--- src/rtl/asram_ctrl.sv ---
module asram_ctrl #(
  parameter int CLK_NS   = 10,
  parameter int T_AA_NS  = 10,
  parameter int T_OHZ_NS = 5,
  parameter int T_PWE_NS = 7,
  parameter int T_SD_NS  = 5,
  parameter int T_SA_NS  = 0,
  parameter int AW       = 20,
  parameter int DW       = 4
) (
  input  logic          clk,
  input  logic          rst_n,
  input  logic          req,
  input  logic          wr,
  input  logic [AW-1:0] addr,
  input  logic [DW-1:0] wr_data,
  output logic [DW-1:0] rd_data,
  output logic          rd_valid,
  output logic          busy,
  output logic          ram_ce_n,
  output logic          ram_oe_n,
  output logic          ram_we_n,
  output logic [AW-1:0] ram_addr,
  output logic [DW-1:0] ram_dq_o,
  output logic          ram_dq_oe,
  input  logic [DW-1:0] ram_dq_i
);

  function automatic int cyc(input int ns);
    int c;
    c = (ns + CLK_NS - 1) / CLK_NS;
    return (c < 1) ? 1 : c;
  endfunction

  localparam int ACC_C = cyc(T_AA_NS);
  localparam int TA_C  = cyc(T_OHZ_NS);
  localparam int SU_C  = cyc(T_SA_NS);
  localparam int PW_C  = cyc((T_PWE_NS > T_SD_NS) ? T_PWE_NS : T_SD_NS);
  localparam int MAXC  = (ACC_C > TA_C ? ACC_C : TA_C) > (SU_C > PW_C ? SU_C : PW_C)
                         ? (ACC_C > TA_C ? ACC_C : TA_C) : (SU_C > PW_C ? SU_C : PW_C);
  localparam int CW    = $clog2(MAXC + 1);

  if (CLK_NS < 1 || T_AA_NS < 0 || T_OHZ_NS < 0 || T_PWE_NS < 0 || T_SD_NS < 0 || T_SA_NS < 0)
  begin : g_bad_timing
    $error("asram_ctrl: illegal timing parameters");
  end

  typedef enum logic [2:0] {
    S_IDLE, S_RD_ACC, S_RD_CAP, S_WR_SU, S_WR_PUL, S_WR_REC, S_TURN
  } st_t;

  st_t           st;
  logic [CW-1:0] cnt;
  logic [AW-1:0] addr_q;
  logic [DW-1:0] wdat_q;

  always_ff @(posedge clk) begin
    if (!rst_n) begin
      st       <= S_IDLE;
      cnt      <= '0;
      addr_q   <= '0;
      wdat_q   <= '0;
      rd_data  <= '0;
      rd_valid <= 1'b0;
    end else begin
      rd_valid <= 1'b0;
      case (st)
        S_IDLE: if (req) begin
          addr_q <= addr;
          wdat_q <= wr_data;
          if (wr) begin st <= S_WR_SU;  cnt <= CW'(SU_C - 1);  end
          else    begin st <= S_RD_ACC; cnt <= CW'(ACC_C - 1); end
        end
        S_RD_ACC: if (cnt == '0) st <= S_RD_CAP; else cnt <= cnt - 1'b1;
        S_RD_CAP: begin
          rd_data  <= ram_dq_i;
          rd_valid <= 1'b1;
          st       <= S_TURN;
          cnt      <= CW'(TA_C - 1);
        end
        S_TURN:   if (cnt == '0) st <= S_IDLE; else cnt <= cnt - 1'b1;
        S_WR_SU:  if (cnt == '0) begin st <= S_WR_PUL; cnt <= CW'(PW_C - 1); end
                  else cnt <= cnt - 1'b1;
        S_WR_PUL: if (cnt == '0) st <= S_WR_REC; else cnt <= cnt - 1'b1;
        S_WR_REC: st <= S_IDLE;
        default:  st <= S_IDLE;
      endcase
    end
  end

  assign busy      = (st != S_IDLE);
  assign ram_ce_n  = (st == S_IDLE) || (st == S_TURN);
  assign ram_oe_n  = !((st == S_RD_ACC) || (st == S_RD_CAP));
  assign ram_we_n  = (st != S_WR_PUL);
  assign ram_dq_oe = (st == S_WR_PUL);
  assign ram_dq_o  = wdat_q;
  assign ram_addr  = addr_q;

endmodule

--- config.mk ---
export PLATFORM = sky130hd
export DESIGN_NAME = asram_ctrl
export DESIGN_NICKNAME = d
export VERILOG_FILES = /design/src/rtl/asram_ctrl.sv
export SDC_FILE = /design/constraint.sdc
export NUM_CORES = 1
export LEC_CHECK = 0
export ABC_AREA = 1
export ABC_CLOCK_PERIOD_IN_PS = 1000
export BUFFER_PORTS_ARGS = -buffer_cell sky130_fd_sc_hd__buf_2
export CAP_MARGIN = 40
export CELL_PAD_IN_SITES_DETAIL_PLACEMENT = 0
export CELL_PAD_IN_SITES_GLOBAL_PLACEMENT = 2
export CORE_MARGIN = 2
export CORE_UTILIZATION = 22
export CTS_BUF_LIST = sky130_fd_sc_hd__clkbuf_16
export DETAILED_ROUTE_END_ITERATION = 10
export PLACE_DENSITY_LB_ADDON = 0.1
export REMOVE_ABC_BUFFERS = 1
export SLEW_MARGIN = 0
export SYNTH_ARGS = -nofsm -noshare
export SYNTH_HDL_FRONTEND = slang
export SYNTH_SLANG_ARGS = --single-unit
--- constraint.sdc ---
create_clock -name clk -period 1 [get_ports clk]
set_input_delay 0.15 -clock clk [delete_from_list [all_inputs] [get_ports clk]]
set_output_delay 0.15 -clock clk [all_outputs]
set_load 0.02 [all_outputs]
======== Yosys cells after proc, flatten, opt, wreduce, memory -nomap -nowiden ========
Cells that the tools add are included.
word-level totals
  bits in registers ....................... 33
  bits in latches ......................... 0
  RAM bits ................................ 0
  memory bits (read-only) ................. 0
  input bits .............................. 32
  output and inout port bits .............. 34
  word-level logic and storage cells ...... 39
  memories kept ........................... 0
cells by class
  add/sub/neg operators ................... 1
  $mul .................................... 0
  div/mod/pow operators ................... 0
  order comparisons ....................... 0
  equality and inequality tests ........... 11
  shifts and indexed selects .............. 0
  muxes and demuxes ....................... 11
  bitwise gates (word level) .............. 0
  reductions and logical operators ........ 10
operators with widths
  operator             number
  $pmux 3 s6           1
  $mux 3               5
  $ne 2x2->1 const B   5
  $eq 3x2->1 const B   2
  $eq 3x3->1 const B   2
  $reduce_bool 3->1    2
  $reduce_and 5->1     1
  $reduce_and 2->1     2
  $reduce_or 4->1      1
  $eq 3x1->1 const B   1
  $logic_not 3->1      1
  $mux 1               3
  $ne 3x3->1 const B   1
  $pmux 1 s3           1
  $logic_or 1x1->1     2
  $mux 2               1
  $logic_not 1->1      1
  $sub 1x1->1 const B  1

======== Longest topological paths before layout ========
  depth in word-level cells ............... 4
  gate-level depth with buffers ........... 7
  gate-level depth less buffers ........... 5

======== Worst setup path before layout ========
OpenSTA, ideal clock, no wires.
  kind .................................... reg-to-output
  from .................................... register st[1]
  to ...................................... output ram_ce_n
  arrival time ............................ 1.166 ns
  required time ........................... 0.850 ns
  setup slack ............................. -0.316 ns
  stages on the path, launching flop included .. 7
  buffers on the path ..................... 3
  path through ............................ dfxtp_1 > buf_6 > nor2_8 > clkbuf_8 > buf_8 > nand2_1 > nand2_1
on the way
  word-level cells in the longest chain between the ends .. 2
ends and longest elaborated chain
  item                                                  RTL line  RTL
  start: declaration                                    52        st_t st;
  start signal: assignment                              59        st <= S_IDLE;
  start signal: assignment                              71        if (wr) begin st <= S_WR_SU; cnt <= CW'(SU_C - 1); end
  start signal: assignment                              72        else begin st <= S_RD_ACC; cnt <= CW'(ACC_C - 1); end
  $eq 3x3->1 / $logic_not 3->1 (equally long branches)  92        assign ram_ce_n = (st == S_IDLE) || (st == S_TURN);
  $logic_or 1x1->1 (*)                                  92
  end: declaration                                      20        output logic ram_ce_n,
Mark *: on every way between the ends. The rest lies on a longest branch, timed or not.

======== Worst setup path after layout ========
  from .................................... register st[0]
  to ...................................... output ram_oe_n
on the way
  word-level cells in the longest chain between the ends .. 3
ends and longest elaborated chain
  item                                             RTL line  RTL
  $eq 3x1->1 / $eq 3x2->1 (equally long branches)  93        assign ram_oe_n = !((st == S_RD_ACC) || (st == S_RD_CAP));
  $logic_or 1x1->1 (*)                             93
  $logic_not 1->1 (*)                              93
  end: declaration                                 21        output logic ram_oe_n,
Marks and branches as above.

==> metrics.yaml <==
outcome: "finished with violations"
violations_in_the_final_reports: "negative setup slack"
syn2layout_area_growth_pct: 47.4
register_to_register_path_depth: 7
cts.root.buffer_cell: "clkbuf_16"
critical_path_rt_ns: 0.85
cts.reportedPaths.clkPinSlew_ns: 0.05
share_of_the_synthesized_area_in_the_top_cell_type: 0.384
post_dp_cell_area_mm2: 0.00219
number_of_global_route_vias_before_repair: 1465
power.share.combinational: 0.414
dp.final_hpwl_mm: 3.27
rr_startpoint: "st[1]$_SDFFE_PN0P_"
die-area_mm2: 0.00829
tritoncts: "yes"
placed_cells: 417
total_switching_power_w: 0.00186
gpl.final_weighted_congestion: 0.683
firstDrtPassIters: 4
max_freq_mhz: 805
syn-cell-area_mm2: 0.00167
synth_edf_count: 0
static-leakage-power_nw: 1.41
final_util: 0.337
yosysWarnings: 0
route.final.wire_length_mm: 4.47
power.internal_w: 0.00333
synth_ff_type: "dfxtp_1"
hold_path_class: "in -> reg"
grt_pass1_wl_mm: 7.06
fp-row-count: 31
synth_area_leaders: "dfxtp_1 (38%), inv_1 (17%), nand2_1 (13%)"
post-route-period-util: 1.24
finish.net_count: 359
syn-instance-count: 249
postSynthAreaPerCell_um2: 6.70
reg2reg_setup_slack_ns: -0.14
core_region_area_mm2: 0.00729
final_layout_size_suffix_gt1_frac: 0.343
maxCapViolCount: 0
cp_max_fo: 2
cts_max_level: 2
power.clock.fraction: 0.273
final_design_area_no_fill_mm2: 0.00246
routed_via_density: 3.81
grt.total_usage: 0.107
critical_path.reg2reg.endpoint: "ram_addr[0]$_SDFFE_PN0P_"
die_w_um: 91.1
antennaDiodeCount: 0
netlist-cell-type-count: 19
crit_path_end: "ram_oe_n"
buffer_ports.inserted: 65
peakVddDrop_v: 0.000876
dieHeight_um: 91.1
ios: 66
floorplan.initialDensity: 0.229
timing.clock.skew_ns: 0.00548
via_count_of_the_routed_design: 1621
ys_seq_area_frac: 0.384
timing_worst_slew_pin_value_ns: 0.216
drc: 0
timing.critical_path.from: "st[0]$_SDFFE_PN0P_"
clock_path_buffers: 2
synth_seq_cells: 32
grt_remaining_overflow: 0
finalSetupViolations: 29
share_seq_of_total_power: 0.313
grt_antenna_before_repair: 0
worst_ep_arrival_ns: 1.09
synth.most_common_cell: "inv_1"
finalWorstPathRequiredPeriod_ns: 1.24
numClockSinks: 32
slew_headroom: 0.856
wl_per_cell_um: 10.5
netSwitchingFraction: 0.359
worst_setup_path_start_kind: "register"
synth_area_leader_cell: "dfxtp_1"
final_hold_viol_count: 0
rsz0062_at_grt: "yes"
first_iter_violations: 43
netlist_top_cells_count: "inv_1 (76), nand2_1 (58), dfxtp_1 (32)"
critical_path.endpoint_type: "output port"
category_of_the_most_critical_setup_path: "reg -> out"
clock_buffer_count_from_cts: 5
layout.filler_cells: 849
worst_slack_ns: -0.243
layout.cells.non_filler: 426
largest_net_degree_at_the_start_of_global_routing: 18
power.density_cell_area_mw_per_mm2: 2110
synth_async_sr_flop_share: 0
timing_max_transition_violations_final: 0
clock_latency_ns: 0.27
ant_nets: 0
-- layout by cell type (no fill, tap or decap), drive strengths merged --
cell type  count
a21oi          6
buf           86
clkbuf         5
clkinv         2
dfxtp         32
inv           77
nand2         58
nand3          3
nand3b         1
nand4         28
nor2          28
o21ai          1
-- sequential cells by signal, indices dropped and copies added, names as in the netlist --
signal    flops
st            3
rd_data       4
ram_addr     20
rd_valid      1
ram_dq_o      4
-- worst min path at each step --
stage                                          end  startpoint  cells after the start
after floorplan           ram_addr[0]$_SDFFE_PN0P_       rst_n                      2
after global placement          st[1]$_SDFFE_PN0P_          wr                      3
after detailed placement        st[1]$_SDFFE_PN0P_          wr                      3
after CTS                       st[1]$_SDFFE_PN0P_          wr                      3
after global routing            st[1]$_SDFFE_PN0P_          wr                      3
final                           st[1]$_SDFFE_PN0P_          wr                      3
-- power groups by stage --
stage / logic [W] / clock network, W / registers, W
finish: 0.00215 / 0.00142 / 0.00163
global route: 0.00237 / 0.00155 / 0.00165
CTS: 0.00214 / 0.00148 / 0.00163
detailed placement: 0.00191 / 0 / 0.00164
global placement: 0.00192 / 0 / 0.00164
floorplan: 0.000828 / 0 / 0.00189
-- metrics by stage --
stage | TNS [ns] | power (W) | worst slack [ns] | hold WS [ns]
5_1_grt | -6.12 | 0.00557 | -0.283 | 0.137
3_3_place_gp | -1.19 | 0.00356 | -0.0608 | 0.424
3_5_place_dp | -1.43 | 0.00356 | -0.0731 | 0.406
2_1_floorplan | -6.96 | 0.00272 | -0.302 | 0.271
6_report | -4.03 | 0.00519 | -0.243 | 0.129
4_1_cts | -4.16 | 0.00525 | -0.259 | 0.121
-- layout make-up --
cell class,count,area [um2],area share
tap,99,124,0.0504
sequential,32,649,0.264
clock inverter,2,7.51,0.00305
timing repair buffer,86,619,0.252
multi-input combinational,125,642,0.261
clock buffer,5,125,0.0509
inverter,77,292,0.119
-- kinds of logic (layout without fill, tap and decap cells) --
group / after synthesis / in the layout / share of synthesized area
buf+inv: 92 / 170 / 0.258
simple gates: 118 / 118 / 0.337
flops: 32 / 32 / 0.384
compound gates: 7 / 7 / 0.0210
-- metal layers --
| layer | up-vias | track usage | wire [um] |
|---|---|---|---|
| met1 | 693 | 0.142 | 2190 |
| met4 | 0 | 0.0341 | 39 |
| met3 | 4 | 0.0357 | 239 |
| li1 | 884 | - | - |
| met2 | 40 | 0.163 | 2000 |
| met5 | - | 0 | 0 |
-- critical path, stage by stage (launching register included) --
cell and delay (ns):
dfxtp_4 0.36, buf_6 0.12, a21oi_4 0.15, nand2_2 0.06
buf_6 0.13
-- repair_timing --
action,CTS,global route
buffers inserted,3,0
cloned,0,0
hold buffers,0,0
pin swaps,10,7
gates resized for setup,31,6
setup endpoints to repair,34,34
(Power assumes the default switching activity.)
